`config.mk`:
```
export PLATFORM = sky130hd
export DESIGN_NAME = presettable_counter
export DESIGN_NICKNAME = d
export VERILOG_FILES = /design/src/rtl/pcnt_pkg.sv /design/src/rtl/pcnt_ctrl.sv /design/src/rtl/pcnt_next.sv /design/src/rtl/pcnt_state.sv /design/src/rtl/pcnt_carry.sv /design/src/rtl/presettable_counter.sv
export SDC_FILE = /design/constraint.sdc
export NUM_CORES = 1
export LEC_CHECK = 0
export BUFFER_PORTS_ARGS = -buffer_cell sky130_fd_sc_hd__buf_2
export CAP_MARGIN = 20
export CORE_AREA = 10 10 47 49
export CTS_CLUSTER_DIAMETER = 200
export DETAILED_ROUTE_END_ITERATION = 7
export DIE_AREA = 0 0 57 59
export GPL_ROUTABILITY_DRIVEN = 1
export SLEW_MARGIN = 30
export SYNTH_ARGS = -nofsm -noshare
export SYNTH_HDL_FRONTEND = slang
export SYNTH_SLANG_ARGS = --single-unit
```
`constraint.sdc`:
```
create_clock -name clk -period 1.1 [get_ports clk]
set_input_delay 0.055 -clock clk [delete_from_list [all_inputs] [get_ports clk]]
set_output_delay 0.055 -clock clk [all_outputs]
set_load 0.05 [all_outputs]
```
`src/rtl/pcnt_pkg.sv`:
```
package pcnt_pkg;

  typedef enum logic [1:0] {
    OP_CLEAR = 2'd0,
    OP_LOAD  = 2'd1,
    OP_COUNT = 2'd2,
    OP_HOLD  = 2'd3
  } pcnt_op_e;

  // Priority: clear, then load, then count, then hold.
  function automatic pcnt_op_e pick_op(input logic clr_act, input logic ld_act,
                                       input logic en_a, input logic en_b);
    if (clr_act)          return OP_CLEAR;
    else if (ld_act)      return OP_LOAD;
    else if (en_a && en_b) return OP_COUNT;
    else                  return OP_HOLD;
  endfunction

endpackage

```
`src/rtl/pcnt_ctrl.sv`:
```
module pcnt_ctrl
  import pcnt_pkg::*;
(
  input  logic     clear_n,
  input  logic     load_n,
  input  logic     step_en,
  input  logic     chain_en,
  output pcnt_op_e op,
  output logic     ev_clear,
  output logic     ev_load,
  output logic     ev_count,
  output logic     ev_hold
);

  always_comb begin
    op       = pick_op(!clear_n, !load_n, step_en, chain_en);
    ev_clear = (op == OP_CLEAR);
    ev_load  = (op == OP_LOAD);
    ev_count = (op == OP_COUNT);
    ev_hold  = (op == OP_HOLD);
  end

endmodule

```
`src/rtl/pcnt_next.sv`:
```
module pcnt_next
  import pcnt_pkg::*;
#(
  parameter int WIDTH = 4
) (
  input  pcnt_op_e         op,
  input  logic [WIDTH-1:0] cur,
  input  logic [WIDTH-1:0] par_d,
  output logic [WIDTH-1:0] nxt
);

  localparam logic [WIDTH-1:0] ZERO = '0;
  localparam logic [WIDTH-1:0] ONE  = {{(WIDTH-1){1'b0}}, 1'b1};

  // Modular increment; the all-ones value wraps to zero.
  function automatic logic [WIDTH-1:0] bump(input logic [WIDTH-1:0] v);
    return v + ONE;
  endfunction

  always_comb begin
    unique case (op)
      OP_CLEAR: nxt = ZERO;
      OP_LOAD:  nxt = par_d;
      OP_COUNT: nxt = bump(cur);
      default:  nxt = cur;
    endcase
  end

endmodule

```
`src/rtl/pcnt_state.sv`:
```
module pcnt_state #(
  parameter int WIDTH       = 4,
  parameter bit ASYNC_CLEAR = 1'b1
) (
  input  logic             clk,
  input  logic             clear_n,
  input  logic [WIDTH-1:0] nxt,
  output logic [WIDTH-1:0] q
);

  generate
    if (ASYNC_CLEAR) begin : g_async
      always_ff @(posedge clk or negedge clear_n) begin
        if (!clear_n) q <= '0;
        else          q <= nxt;
      end
    end else begin : g_sync
      // The clear is already folded into nxt by the priority decode.
      always_ff @(posedge clk) begin
        q <= nxt;
      end
    end
  endgenerate

endmodule

```
`src/rtl/pcnt_carry.sv`:
```
module pcnt_carry #(
  parameter int WIDTH = 4
) (
  input  logic [WIDTH-1:0] q,
  input  logic             chain_en,
  input  logic             clear_n,
  output logic             at_top,
  output logic             carry_out
);

  function automatic logic is_top(input logic [WIDTH-1:0] v);
    return &v;
  endfunction

  always_comb begin
    at_top    = is_top(q);
    carry_out = at_top && chain_en && clear_n;
  end

endmodule

```
`src/rtl/presettable_counter.sv`:
```
module presettable_counter
  import pcnt_pkg::*;
#(
  parameter int WIDTH       = 4,
  parameter bit ASYNC_CLEAR = 1'b1
) (
  input  logic             clk,
  input  logic             clear_n,
  input  logic             load_n,
  input  logic [WIDTH-1:0] par_d,
  input  logic             step_en,
  input  logic             chain_en,
  output logic [WIDTH-1:0] q,
  output logic             carry_out
);

  pcnt_op_e         op;
  logic             ev_clear;
  logic             ev_load;
  logic             ev_count;
  logic             ev_hold;
  logic             at_top;
  logic [WIDTH-1:0] nxt;

  pcnt_ctrl u_ctrl (
    .clear_n  (clear_n),
    .load_n   (load_n),
    .step_en  (step_en),
    .chain_en (chain_en),
    .op       (op),
    .ev_clear (ev_clear),
    .ev_load  (ev_load),
    .ev_count (ev_count),
    .ev_hold  (ev_hold)
  );

  pcnt_next #(.WIDTH(WIDTH)) u_next (
    .op    (op),
    .cur   (q),
    .par_d (par_d),
    .nxt   (nxt)
  );

  pcnt_state #(.WIDTH(WIDTH), .ASYNC_CLEAR(ASYNC_CLEAR)) u_state (
    .clk     (clk),
    .clear_n (clear_n),
    .nxt     (nxt),
    .q       (q)
  );

  pcnt_carry #(.WIDTH(WIDTH)) u_carry (
    .q         (q),
    .chain_en  (chain_en),
    .clear_n   (clear_n),
    .at_top    (at_top),
    .carry_out (carry_out)
  );

endmodule

```
; ---- Word-level counts from Yosys, hierarchy flattened
; Index checks and enable logic that the tools add are counted.
[totals]
register_bits = 4
in_bits = 9
word_cells = 14
[op_classes]
n_addsub = 1
eq_ne = 2
muxes = 4
reduce_logical = 6
[op_table]
columns = op, n
row1 = 4-bit case mux with 3 select lines, 1
row2 = "4-bit by 1-bit adder with 4-bit output, second input constant", 1
row3 = 2-bit 2-to-1 mux, 2
row4 = 4-bit AND reduction, 1
row5 = 1-bit logical AND, 3
row6 = 3-bit nonzero test, 1
row7 = "2-bit by 1-bit == test with 1-bit output, second input constant", 1
row8 = "2-bit == test, second input constant", 1
row9 = 2-bit logical NOT, 1
row10 = 1-bit 2-to-1 mux, 1

; ---- Longest topological paths before layout
[depth]
depth_word = 6
depth_mapped = 4
ltp_nobuf = 4

; ---- Cells and area by module
; Synthesis repeated with hierarchy kept, for this count alone.
[hier_totals]
cells_unflattened = 33
area_unflattened_um2 = 310.3
[modules_own_cells]
columns = module, instances, cells_each, area_per_inst_um2, seq_area_each_um2
row1 = pcnt_next, 1, 19, 158.9, 0.0
row2 = pcnt_state, 1, 4, 100.1, 100.1
row3 = pcnt_ctrl, 1, 8, 33.8, 0.0
row4 = pcnt_carry, 1, 2, 17.5, 0.0

; ---- Least setup slack after synthesis
; No wires, ideal clock.
[synth_timing]
path_kind = register to output
startpoint = register u_state.q[0]
endpoint = output carry_out
arrival_ps = 1647
setup_slack_ps = -602
path_stages_with_launch = 4
path_buffers = 0
cell_sequence = dfrtp_1 -> ha_1 -> nand4_1 -> nor2_1
[synth_via]
elab_chain_len = 3
[synth_rtl]
columns = item, line_no
row1 = "start, declared", pcnt_state.sv:8  ; output logic [WIDTH-1:0] q
row2 = "start signal, assigned", pcnt_state.sv:15  ; else q <= nxt;
row3 = 4-bit AND reduction, pcnt_carry.sv:12  ; return &v;
row4 = 1-bit logical AND (2 in series), pcnt_carry.sv:17  ; carry_out = at_top && chain_en && clear_n;
row5 = "end, declared", presettable_counter.sv:14  ; output logic carry_out
; No other way between the ends.

; ---- Worst setup path after layout
; Same ends and word-level chain as after synthesis.

==> impl_results.md <==
- Post-layout min period: 1178 ps
- Reg2reg start: u_state.q[0]
- Failing checks: setup timing
- Htree depth: 1
- Largest Register: u_state.q
- Iter 0 DRT Violations: 7
- CP Launch Type: register
- Fin Clk Skew: 0.2532 ps
- Final Worst Setup Slack: -78.45 ps
- Drt total wl: 763 µm
- Post-route ant nets: 0
- Port bufs: 13
- Worst vdd ir: 0.3360 mV
- Core Area: 1401 µm²
- Clock buffer depth: 2
- Worst Hold Class: input pin to register
- CP required: 1040 ps
- Max reg flops: 4
- Placer Congestion: 0.7080
- Area of the multi-input gates: 146.4 µm²
- Power Density: 1209 nW/µm²
- Biggest regs: u_state.q: 4 flops
- Total power draw: 0.4797 mW
- Final Max Slew Viols: 0
- Final Setup Violations: 2
- Seq/Total Area, Yosys: 44.44%
- Synth area leaders: dfrtp_1 44%, xor2_1 7.8%, nand3_1 6.7%
- Fill cells: 161
- Synth Instances: 25
- Critical path endpoint category: output pin
- First-pass GRT wire length: 1248 µm
- Register Area: 105.1 µm²
- GRT Total Usage: 4.929%
- Share of cells above drive strength 1: 59.09%
- Max incr delay on CP: 380 ps
- Layout Nets: 56
- Top-Level Pins: 14
- Clock Latency Late Sink: 230 ps
- Hold endpoint: u_state.q[0]
- Via density per instance: 4.450
- Drt first pass iters: 3
- FF-to-FF setup slack: -10 ps
- TritonCTS clock tree: built
- R2R depth: 4
- Layout Utilization: 28.30%
- Die H: 59 µm
- Slowest stage cell on the critical path: dfrtp_2
- Yosys reg bits: 4
- Hpwl dp: 635.2 µm
- Final Cycle Share: 107.1%
- Antenna Cells: 0
- Synth-to-Final Area Change: 76.11%
- WS Path Type: register to output pin
- Grt ovf: 0
- Status: complete, but fails checks
- Residual DRC: 0
- Hold Path Cell Cnt: 3
- Die X-Extent: 57 µm
- Cell Area, Synth: 225.2 µm²
- Crit path cell chain: ha_4, nand4_1, nor2_4, buf_6
- Synthesis Warnings: 0
- # clock sinks: 4
- RSZ-0062 raised after global routing: true
- Initial antenna violation count: 0
- Highest clock rate: 0.8486 GHz
- Worst reg2reg path endpoint: u_state.q[3]
- Vias in the first global route: 292
- Lkg Pwr: 0.1737 nW
- Clock transition at path regs: 40 ps
- Min-delay src: par_d[0]
- Routed wire per std cell: 12.72 µm
- Worst Path Max Fanout: 2
- Largest area contributor in the netlist: dfrtp_1
- CTS Buf Count: 3
- Syn nets: 35
- Worst relative slew slack: 83.12%
- Post-route setup TNS: -86.61 ps
- CP arrival: 1120 ps
- Starting density of the core: 16.07%
- CTS root buf: clkbuf_4
- Routed via count: 267
- Mapped Avg Cell Area: 9.009 µm²
- # rows: 14
- Yosys top cell area share: 44.44%
- Largest net degree at the start of global routing: 9
- Final hold vios: 0
- Die area: 3363 µm²
- Maxcap violations: 0
- Unique masters post-synth: 15
- Tightest Pin Transition: 254.9 ps
[what timing repair did]
action	in CTS	in global routing
resized for setup	2	1
cloned	0	0
setup buffers	2	0
setup endpoints to repair	1	3
pin swaps	2	0
hold buffers	1	0
endpoints found under the hold margin	4	0
[cells by family (layout without fill, tap and decap cells)]
group                    after synthesis  in the layout  share of synthesized area (%)
buffers and inverters                  1             20                          1.665
AND/OR/NAND/NOR                       10             10                          21.67
flip-flops                             4              4                          44.45
AO/OA/AOI/OAI                          7              7                          18.89
adder cells (fa/ha/maj)                1              1                          5.555
XOR/XNOR                               2              2                          7.779
[stage by stage]
step | hold WS, ps | worst slack, ps | cells | instance area [µm²]
finish | 85.02 | -78.45 | 60 | 396.6
global route | 93.06 | -139.4 | 60 | 396.6
global placement | -118.3 | 25.25 | 54 | 340.3
CTS | 81.62 | -93.82 | 60 | 394.1
detailed placement | -111.3 | 8.857 | 54 | 340.3
floorplan | -240.6 | -106.7 | 25 | 255.2
[report_power, final]
part	internal, mW	switching [mW]
Clock	0.122	0.0577
Combinational	0.0467	0.0808
Sequential	0.161	0.0117
[Yosys cell counts]
library cell / count
a211oi_1: 1
dfrtp_1: 4
xor2_1: 2
nand2_1: 1
nand3_1: 3
o21ai_0: 3
a31oi_1: 1
a21oi_1: 1
a311oi_1: 1
ha_1: 1
nor2_1: 3
or3_1: 1
nand4_1: 1
nand2_2: 1
inv_1: 1
[layout by cell type, fill, tap and decap left out, types with 2 or more instances in the layout]
| cell type | count |
|---|---|
| dfrtp_2 | 4 |
| o21ai_0 | 3 |
| nand3_1 | 2 |
| clkbuf_4 | 4 |
| buf_4 | 2 |
| buf_2 | 11 |
| xor2_1 | 2 |
| nor2_1 | 2 |
[critical path: cells and delay by family, from the launching register on]
| family | cells | cell delay, ps |
|---|---|---|
| fa+ha+maj | 1 | 130 |
| buf+inv | 1 | 160 |
| flops | 1 | 380 |
| simple gates | 2 | 230 |
[how the worst max path moves through the flow]
| stage | start | end | cells past startpoint | slack, ps |
|---|---|---|---|---|
| final | u_state.q[0] | carry_out | 4 | -80 |
| after global routing | u_state.q[0] | carry_out | 4 | -140 |
| after CTS | u_state.q[1] | carry_out | 4 | -90 |
| after detailed placement | u_state.q[0] | carry_out | 4 | 9 |
| after global placement | u_state.q[0] | carry_out | 4 | 30 |
| after floorplan | u_state.q[0] | carry_out | 3 | -110 |
[metal layers]
metal	GRT usage, %	up-vias	wire length, µm
met4	5.034	0	22
met5	0	-	0
met1	5.351	118	372
met2	5.891	14	270
li1	-	131	-
met3	3.433	4	97
[area by class of cell]
type                       instances  share of cell area, %
timing repair buffer              16                  24.92
clock buffer                       3                  5.678
sequential                         4                  26.50
multi-input combinational         20                  36.91
inverter                           1                 0.9464
tap                               16                  5.047
Power figures use the tool's default switching activity.
